$ cat src/rtl/gpio_chg_alert.sv
module gpio_chg_alert #(
  parameter int NBANK = 5,
  parameter int BW = 8,
  parameter logic [6:0] ARA_ADDR = 7'h0C
) (
  input  logic                clk,
  input  logic                rst_n,
  input  logic [NBANK*BW-1:0] pin_in,
  input  logic [NBANK*BW-1:0] mask,
  input  logic [NBANK-1:0]    rd_ack,
  input  logic [6:0]          dev_addr,
  input  logic                addr_ev,
  input  logic [7:0]          addr_byte,
  input  logic                ara_sent,
  input  logic                ara_lost,
  output logic [NBANK*BW-1:0] in_val,
  output logic                int_n,
  output logic                ara_ack,
  output logic [7:0]          ara_data
);
  localparam int W = NBANK * BW;

  logic [W-1:0] sync1, sync2, snap, diff, ld;
  logic [NBANK-1:0] pend, pend_q, newp;
  logic [1:0] settle;
  logic settled, claim, rel, win;

  assign settled = &settle;
  assign diff    = (sync2 ^ snap) & ~mask;
  assign newp    = pend & ~pend_q;
  assign in_val  = sync2;
  assign int_n   = !(settled && (|pend) && !rel);
  assign ara_ack = addr_ev && (addr_byte == {ARA_ADDR, 1'b1}) && !int_n;
  assign ara_data = {dev_addr, 1'b0};
  assign win     = claim && ara_sent && !ara_lost;

  for (genvar b = 0; b < NBANK; b++) begin : g_bank
    assign pend[b] = |diff[b*BW +: BW];

    a_r3_read_snapshot: assert property (@(posedge clk) disable iff (!rst_n)
      rd_ack[b] |=> snap[b*BW +: BW] == $past(sync2[b*BW +: BW]));

    a_r5_masked_tracks: assert property (@(posedge clk) disable iff (!rst_n)
      (&mask[b*BW +: BW]) |=> snap[b*BW +: BW] == $past(sync2[b*BW +: BW]));
  end

  always_comb begin
    for (int b = 0; b < NBANK; b++)
      ld[b*BW +: BW] = {BW{rd_ack[b] | !settled}};
  end

  always_ff @(posedge clk or negedge rst_n) begin
    if (!rst_n) begin
      sync1  <= '0;
      sync2  <= '0;
      snap   <= '0;
      settle <= '0;
      pend_q <= '0;
      claim  <= 1'b0;
      rel    <= 1'b0;
    end else begin
      sync1  <= pin_in;
      sync2  <= sync1;
      snap   <= (snap & ~ld & ~mask) | (sync2 & (ld | mask));
      if (!settled) settle <= settle + 2'd1;
      pend_q <= settled ? pend : '0;
      if (ara_sent)     claim <= 1'b0;
      else if (ara_ack) claim <= 1'b1;
      if ((|newp) || !(|pend)) rel <= 1'b0;
      else if (win)            rel <= 1'b1;
    end
  end

  a_r8_win_releases: assert property (@(posedge clk) disable iff (!rst_n)
    (win && !(|newp)) |=> int_n);

  a_r9_lost_keeps: assert property (@(posedge clk) disable iff (!rst_n)
    (claim && ara_sent && ara_lost && !rel) |=> !rel);

  a_r10_new_bank_rearms: assert property (@(posedge clk) disable iff (!rst_n)
    (|newp) |=> !rel);

endmodule

$ cat config.mk
export PLATFORM = sky130hd
export DESIGN_NAME = gpio_chg_alert
export DESIGN_NICKNAME = d
export VERILOG_FILES = /design/src/rtl/gpio_chg_alert.sv
export SDC_FILE = /design/constraint.sdc
export NUM_CORES = 1
export LEC_CHECK = 0
export BUFFER_PORTS_ARGS = -buffer_cell sky130_fd_sc_hd__buf_2
export CAP_MARGIN = 20
export CORE_UTILIZATION = 45
export CTS_CLUSTER_DIAMETER = 150
export DETAILED_ROUTE_END_ITERATION = 10
export GPL_ROUTABILITY_DRIVEN = 1
export PLACE_DENSITY = 0.82
export SYNTH_ARGS = -nofsm -noshare
export SYNTH_HDL_FRONTEND = slang
export SYNTH_SLANG_ARGS = --single-unit
$ cat constraint.sdc
create_clock -name clk -period 1.62 [get_ports clk]
set_clock_uncertainty 0.05 [all_clocks]
set_input_delay 0.162 -clock clk [delete_from_list [all_inputs] [get_ports clk]]
set_output_delay 0.162 -clock clk [all_outputs]
set_load 0.05 [all_outputs]
==> qor.log, run 1 <==
qor: outcome.status complete, but fails checks
qor: outcome.violations negative setup slack
qor: sta.setup_viol_count_final 5
qor: critical_path.worst-endpoint-required 1410 ps
qor: cts.cts_made_buffers 17
qor: critical_path.timing.critical_path.to_type output pin
qor: sta.period_minus_slack 2502 ps
qor: cts.tritoncts done
qor: floorplan.fp.dieW 103.9 um
qor: synthesis.synth.cells.most_frequent 129 x sky130_fd_sc_hd__dfrtp_1, 41 x sky130_fd_sc_hd__nor2_1, 41 x sky130_fd_sc_hd__xnor2_1, 37 x sky130_fd_sc_hd__mux2_2, 21 x sky130_fd_sc_hd__o22ai_1
qor: floorplan.pin_count 155
qor: placed_design.port_buffers 139
qor: run.max_cap_violations 0
qor: synthesis.synthesis.area 0.004668 sq mm
qor: layout.antennaDiodeCount 0
qor: grt.vias_in_the_first_global_route 3995
qor: critical_path.setup.worst_path.start snap[21]
qor: synthesis.yosys.cell_types.count 27
qor: floorplan.initial_core_util 0.4711
qor: synthesis.ys_async_sr_fraction 1.000
qor: synthesis.ys.warnings.count 0
qor: power.power_per_cell_area 1137 mW/mm^2
qor: critical_path.worst-setup-path-type reg -> out
qor: grt.groute.usage.overall 0.2323
qor: synthesis.number_of_flops_mapped_to_enable_cells_by_yosys 0
qor: cts.cts-root-to-sink-buffers 2
qor: sta.layout_worst_path_cycle_share 1.545
qor: power.leakage 3.365 nW
qor: cts.h-tree-depth 4
qor: cts.cts.reportedPaths.clkPinSlew 60 ps
qor: floorplan.core_area 0.009910 sq mm
qor: layout.layout-area-overhead-vs-synth 60.87%
qor: sta.slew_violations 0
qor: sta.whs 19.85 ps
qor: critical_path.critical_path.reg2reg.endpoint claim
qor: min_path.hold_path.class in -> async
qor: placed_design.routabilityCongestion 0.7422
qor: critical_path.startpoint_type register
qor: synthesis.yosys_register_bits 129
qor: power.fin_total_pwr 8.542 mW
qor: routing.via_count 3530
qor: synthesis.yosysMostFrequentCell sky130_fd_sc_hd__dfrtp_1
qor: synthesis.netlist.area_leader.share 0.6915
qor: routing.routed_via_density 4.796
qor: grt.pin_count_of_the_biggest_net_entering_global_routing 41
qor: routing.drtAntennaViolNets 0
qor: routing.postRouteWirelength 11920 um
qor: grt.antenna_violations_before_repair 0
qor: routing.drt_first_iter_violations 111
qor: cts.cts-root-buf sky130_fd_sc_hd__clkbuf_8
qor: critical_path.cp_data_arrival_time 2290 ps
qor: critical_path.cp-endpoint ara_ack
qor: layout.drive_gt1_frac 0.5373
qor: critical_path.reg2reg_slack -320 ps
qor: power.vdd_drop_max 745.5 uV
qor: routing.post_drt_wl_per_cell 16.20 um
qor: routing.detail_route.drc_violations 0
qor: sta.rsz0062_at_grt true
qor: synthesis.post_synth_main_area_contributors sky130_fd_sc_hd__dfrtp_1 69%, sky130_fd_sc_hd__mux2_2 8.9%, sky130_fd_sc_hd__xnor2_1 7.7%, sky130_fd_sc_hd__nor2_1 3.3%, sky130_fd_sc_hd__o22ai_1 2.8%
qor: synthesis.most_used_dff_post_synth sky130_fd_sc_hd__dfrtp_1
qor: critical_path.r2r_cells 8
qor: floorplan.die_y 103.9 um
qor: floorplan.die_area 0.01078 sq mm
qor: cts.insertion_delay 510 ps
qor: cts.number_of_clock_sinks 129
qor: grt.grt_pass1_wl 19060 um
qor: floorplan.num_rows 36
qor: layout.nNetsFinal 696
qor: synthesis.synthDominantAreaCellType sky130_fd_sc_hd__dfrtp_1
qor: grt.grt_overflow 0
qor: synthesis.synth_area_per_cell 14.63 sq um
qor: placed_design.dp_hpwl 6796 um
qor: critical_path.critical_r2r_launch snap[21]
qor: sta.clock.fmax 0.3996 GHz
qor: synthesis.yosysSeqAreaShare 0.6915
qor: synthesis.synth.net_count 425
qor: synthesis.post_synth_inst_count 319
qor: sta.hold_violations 0
qor: critical_path.cp_max_fo 3
qor: sta.final_critical_path_setup_slack -882.4 ps
qor: routing.drt_first_pass_iters 6
==> how the worst min path moves through the flow <==
stage               start        end  slack, ps  depth (start not counted)
finish              rst_n   snap[33]         20                          2
global route        rst_n   snap[33]         30                          2
CTS                 rst_n   snap[33]          8                          2
detailed placement  rst_n  sync1[39]         -9                          1
global placement    rst_n   snap[33]         -9                          1
floorplan           rst_n      claim       -180                          0
==> cell type report <==
cell class                      count  area [sq um]
Tap cell                          133         166.4
Sequential cell                   129          3272
Timing Repair Buffer              266          1914
Multi-Input combinational cell    175          1551
Inverter                            1         3.754
Fill cell                         603          2400
Clock inverter                     12         156.4
Clock buffer                       20         445.4
==> where the power goes <==
part           total (mW)  switching, mW  internal, mW
Combinational        1.17          0.581         0.593
Clock                3.80           1.37          2.43
Sequential           3.57          0.135          3.43
Total                8.54           2.09          6.45
==> critical path, stage by stage, from the launching register on <==
cell                      delay, ps
sky130_fd_sc_hd__dfrtp_1        430
sky130_fd_sc_hd__xnor2_2        220
sky130_fd_sc_hd__o22ai_2        120
sky130_fd_sc_hd__nor4_4         330
sky130_fd_sc_hd__nand4_1        200
sky130_fd_sc_hd__nor2_4         170
sky130_fd_sc_hd__buf_6          130
sky130_fd_sc_hd__nor3_4          30
sky130_fd_sc_hd__buf_6          160
==> metal layers <==
layer	part of all wire	wire length [um]	GRT usage
met1	0.36	4277	0.2394
met2	0.57	6793	0.4381
met3	0.048	572	0.06140
met4	0.023	279	0.1020
met5	0	0	0
==> cell usage in the layout, fill, tap and decap left out, types with 5 or more instances in the layout <==
| cell | instances |
|---|---|
| sky130_fd_sc_hd__xnor2_2 | 9 |
| sky130_fd_sc_hd__buf_2 | 136 |
| sky130_fd_sc_hd__buf_4 | 39 |
| sky130_fd_sc_hd__clkbuf_16 | 16 |
| sky130_fd_sc_hd__o22ai_2 | 7 |
| sky130_fd_sc_hd__dfrtp_1 | 94 |
| sky130_fd_sc_hd__dfrtp_2 | 35 |
| sky130_fd_sc_hd__nand2b_2 | 5 |
| sky130_fd_sc_hd__dlygate4sd3_1 | 84 |
| sky130_fd_sc_hd__nor2_1 | 37 |
| sky130_fd_sc_hd__o22ai_1 | 14 |
| sky130_fd_sc_hd__mux2_2 | 37 |
| sky130_fd_sc_hd__xnor2_1 | 32 |
==> sequential cells by signal (all words and copies together), names as in the netlist <==
| register | count |
|---|---|
| in_val | 40 |
| rel | 1 |
| sync1 | 40 |
| settle | 2 |
| pend_q | 5 |
| claim | 1 |
| snap | 40 |
==> what timing repair did <==
item | 4_1_cts | 5_1_grt
resized for setup | 27 | 16
hold buffers | 84 | 0
hold endpoints to repair | 211 | 0
setup buffers | 11 | 3
setup endpoints to repair | 24 | 11
pin swaps | 19 | 14
==> cells by family (layout without fill, tap and decap cells) <==
group / Yosys count / after routing / synth area share
buffers and inverters: 15 / 299 / 0.01849
muxes: 41 / 41 / 0.09890
other: 1 / 1 / 0.0008033
AOI/OAI and AO/OA: 24 / 24 / 0.03404
xor gates and xnor gates: 41 / 41 / 0.07692
adders and majority gates: 1 / 1 / 0.002680
DFF: 129 / 129 / 0.6915
and+or+nand+nor: 67 / 67 / 0.07666
==> through the flow <==
| stage | cell area, sq um | cells | worst slack, ps | util | TNS [ps] |
|---|---|---|---|---|---|
| global route | 7510 | 736 | -980.3 | 0.7578 | -2696 |
| finish | 7510 | 736 | -882.4 | 0.7578 | -2252 |
| floorplan | 4732 | 319 | -279.7 | - | -700.2 |
| global placement | 5827 | 615 | -424.6 | 0.5880 | -1271 |
| CTS | 7457 | 739 | -901.7 | 0.7525 | -2711 |
| detailed placement | 5827 | 615 | -494.9 | 0.5880 | -1525 |
No activity file was read; power rests on OpenSTA's default activity.
==> run 2: changes to the inputs <==
==> config.mk (replaced) <==
export PLATFORM = sky130hd
export DESIGN_NAME = gpio_chg_alert
export DESIGN_NICKNAME = d
export VERILOG_FILES = /design/src/rtl/gpio_chg_alert.sv
export SDC_FILE = /design/constraint.sdc
export NUM_CORES = 1
export LEC_CHECK = 0
export BUFFER_PORTS_ARGS = -buffer_cell sky130_fd_sc_hd__buf_4
export CAP_MARGIN = 20
export CORE_UTILIZATION = 50
export CTS_CLUSTER_DIAMETER = 150
export DETAILED_ROUTE_END_ITERATION = 10
export GPL_ROUTABILITY_DRIVEN = 1
export PLACE_DENSITY = 0.86
export REMOVE_ABC_BUFFERS = 1
export SYNTH_ARGS = -nofsm -noshare
export SYNTH_HDL_FRONTEND = slang
export SYNTH_SLANG_ARGS = --single-unit
==> constraint.sdc (replaced) <==
create_clock -name clk -period 2.7 [get_ports clk]
set_clock_uncertainty 0.05 [all_clocks]
set_input_delay 0.27 -clock clk [delete_from_list [all_inputs] [get_ports clk]]
set_output_delay 0.27 -clock clk [all_outputs]
set_load 0.05 [all_outputs]
==> qor.log, run 2 (synthesis gave the netlist of run 1 again) <==
qor: power.leakage 3.127 nW [-7.1%]
qor: placed_design.routabilityCongestion 0.7651 [+3.1%]
qor: floorplan.fp.dieW 98.63 um [-5.0%]
qor: floorplan.pin_count 155 [unchanged]
qor: cts.cts.reportedPaths.clkPinSlew 60 ps [about the same]
qor: critical_path.critical_r2r_launch settle[0]
qor: outcome.status finished, final reports clean
qor: sta.clock.fmax 0.3818 GHz
qor: cts.insertion_delay 500 ps [about the same]
qor: sta.slew_violations 0 [unchanged]
qor: min_path.hold_path.class in -> reg
qor: critical_path.worst-endpoint-required 2380 ps [+970 ps]
qor: layout.fin_util 0.7817 [+0.02391]
qor: layout.nNetsFinal 617 [-11%]
qor: routing.drt_first_pass_iters 4 [-2]
qor: layout.fill_cells 527 [-13%]
qor: grt.antenna_violations_before_repair 0 [unchanged]
qor: cts.h-tree-depth 4 [unchanged]
qor: placed_design.placedInstanceArea 0.005792 sq mm [-0.60%]
qor: routing.detail_route.drc_violations 0 [unchanged]
qor: routing.routed_via_density 5.049 [+5.3%]
qor: min_path.hold_depth 3
qor: cts.cts-root-to-sink-buffers 2 [unchanged]
qor: layout.layout_common_cells 143 x sky130_fd_sc_hd__buf_4, 129 x sky130_fd_sc_hd__dfrtp_1, 42 x sky130_fd_sc_hd__dlygate4sd3_1, 41 x sky130_fd_sc_hd__nor2_1, 39 x sky130_fd_sc_hd__xnor2_1
qor: cts.cts-root-buf sky130_fd_sc_hd__clkbuf_8
qor: floorplan.num_rows 34 [-5.6%]
qor: grt.pin_count_of_the_biggest_net_entering_global_routing 72 [+76%]
qor: run.max_cap_violations 0 [unchanged]
qor: layout.final_design_area_no_fill 0.006950 sq mm [-7.4%]
qor: grt.groute.usage.overall 0.2297 [-0.002601]
qor: routing.via_count 3191 [-9.6%]
qor: power.power_per_cell_area 753.7 mW/mm^2 [-34%]
qor: placed_design.placement.setup.worst_slack 512.0 ps [+1007 ps]
qor: min_path.hold_path_startpoint mask[36]
qor: grt.grt_pass1_wl 16750 um [-12%]
qor: layout.antennaDiodeCount 0 [unchanged]
qor: sta.totalNegativeSetupSlack 0 ps [+2252 ps]
qor: floorplan.die_area 0.009727 sq mm [-9.8%]
qor: sta.layout_worst_path_cycle_share 0.9700
qor: critical_path.cp_data_arrival_time 2300 ps [about the same]
qor: critical_path.worst-setup-path-type reg -> out
qor: power.vdd_drop_max 517.5 uV [-31%]
qor: grt.vias_in_the_first_global_route 3523 [-12%]
qor: layout.seqCellArea 0.003228 sq mm [-1.3%]
qor: critical_path.setup.worst_path.start in_val[6]
qor: grt.grt_overflow 0 [unchanged]
qor: sta.period_minus_slack 2619 ps
qor: placed_design.dp_hpwl 6641 um [-2.3%]
qor: critical_path.startpoint_type register
qor: sta.hold_violations 0 [unchanged]
qor: layout.layout.cells.most_common sky130_fd_sc_hd__buf_4
qor: routing.drt_first_iter_violations 73 [-34%]
qor: floorplan.die_y 98.63 um [-5.0%]
qor: routing.post_drt_wl_per_cell 17.15 um [+5.9%]
qor: routing.postRouteWirelength 10840 um [-9.1%]
qor: floorplan.core_area 0.008891 sq mm [-10%]
qor: routing.drtAntennaViolNets 0 [unchanged]
qor: sta.final_critical_path_setup_slack 80.92 ps [+963.3 ps]
qor: critical_path.timing.critical_path.to_type output pin
qor: sta.slew-limit-headroom 0.5842
qor: layout.drive_gt1_frac 0.4313 [-0.1060]
qor: sta.whs 48.04 ps [+28.19 ps]
qor: cts.number_of_clock_sinks 129 [unchanged]
qor: sta.setup_viol_count_final 0 [-5]
qor: sta.timing_worst_slew_pin_value 623.8 ps
qor: cts.cts_made_buffers 17 [unchanged]
qor: layout.layout-area-overhead-vs-synth 48.89%
qor: layout.multi_input_area 0.001408 sq mm [-9.3%]
qor: floorplan.initial_core_util 0.5250 [+0.05396]
qor: cts.tritoncts done
qor: placed_design.port_buffers 139 [unchanged]
qor: critical_path.r2r_cells 4 [-4]
qor: critical_path.cp_max_fo 4 [+1]
-- run 2: cell count changes in the layout (fill, tap and decap cells not counted), moves of 7 or more --
| cell | previous run | this run |
|---|---|---|
| sky130_fd_sc_hd__buf_2 | 136 | 0 |
| sky130_fd_sc_hd__dfrtp_1 | 94 | 129 |
| sky130_fd_sc_hd__xnor2_2 | 9 | 2 |
| sky130_fd_sc_hd__dfrtp_2 | 35 | 0 |
| sky130_fd_sc_hd__buf_4 | 39 | 143 |
| sky130_fd_sc_hd__dlygate4sd3_1 | 84 | 42 |
| sky130_fd_sc_hd__xnor2_1 | 32 | 39 |
-- run 2: through the flow --
step                      instances  power (mW)
after floorplan                 305       2.456
after global placement          554       2.697
after detailed placement        554       2.720
after CTS                       628       5.239
after global routing            632       5.421
final                           632       5.238
-- run 2: power breakdown --
part	switching [mW]	internal, mW
registers	0.0820	2.05
clock network	0.816	1.65
logic	0.316	0.322
total	1.21	4.02
-- run 2: repair_timing --
item	CTS	global route
endpoints found under the hold margin	65	0
endpoints found under the setup margin	1	2
hold buffers	42	0
buffers inserted	0	4
pin swaps	0	9
resized for setup	1	7
-- run 2: final timing paths --
path                                   end  slack, ps
worst max register to register     snap[1]        600
worst max-delay path                 int_n         80
min in group asynchronous        sync1[13]        190
worst min-delay path              snap[36]         50
worst min register to register  in_val[29]        300
max in group asynchronous       in_val[35]       1680
-- run 2: area by class of cell --
type | instances | share of cell area
sequential | 129 | 0.4644
timing repair buffer | 187 | 0.2194
multi-input combinational | 175 | 0.2025
clock buffer | 20 | 0.06409
clock inverter | 12 | 0.02952
tap | 108 | 0.01944
inverter | 1 | 0.0005401
-- run 2: critical path: stages, from the launching register on --
cell and delay (ps):
sky130_fd_sc_hd__dfrtp_1 410, sky130_fd_sc_hd__xnor2_1 240, sky130_fd_sc_hd__o22ai_2 140, sky130_fd_sc_hd__nor4_4 320, sky130_fd_sc_hd__nand4_1 150, sky130_fd_sc_hd__nor2_2 220, sky130_fd_sc_hd__or2_1 150, sky130_fd_sc_hd__buf_6 170
-- run 2: metal layers --
layer  GRT usage  routed length, um  vias up
li1            -                  -     1466
met1      0.2549               4237     1586
met2      0.4101               5759      130
met3     0.07801                728        9
met4     0.08496                112        0
met5           0                  0        -
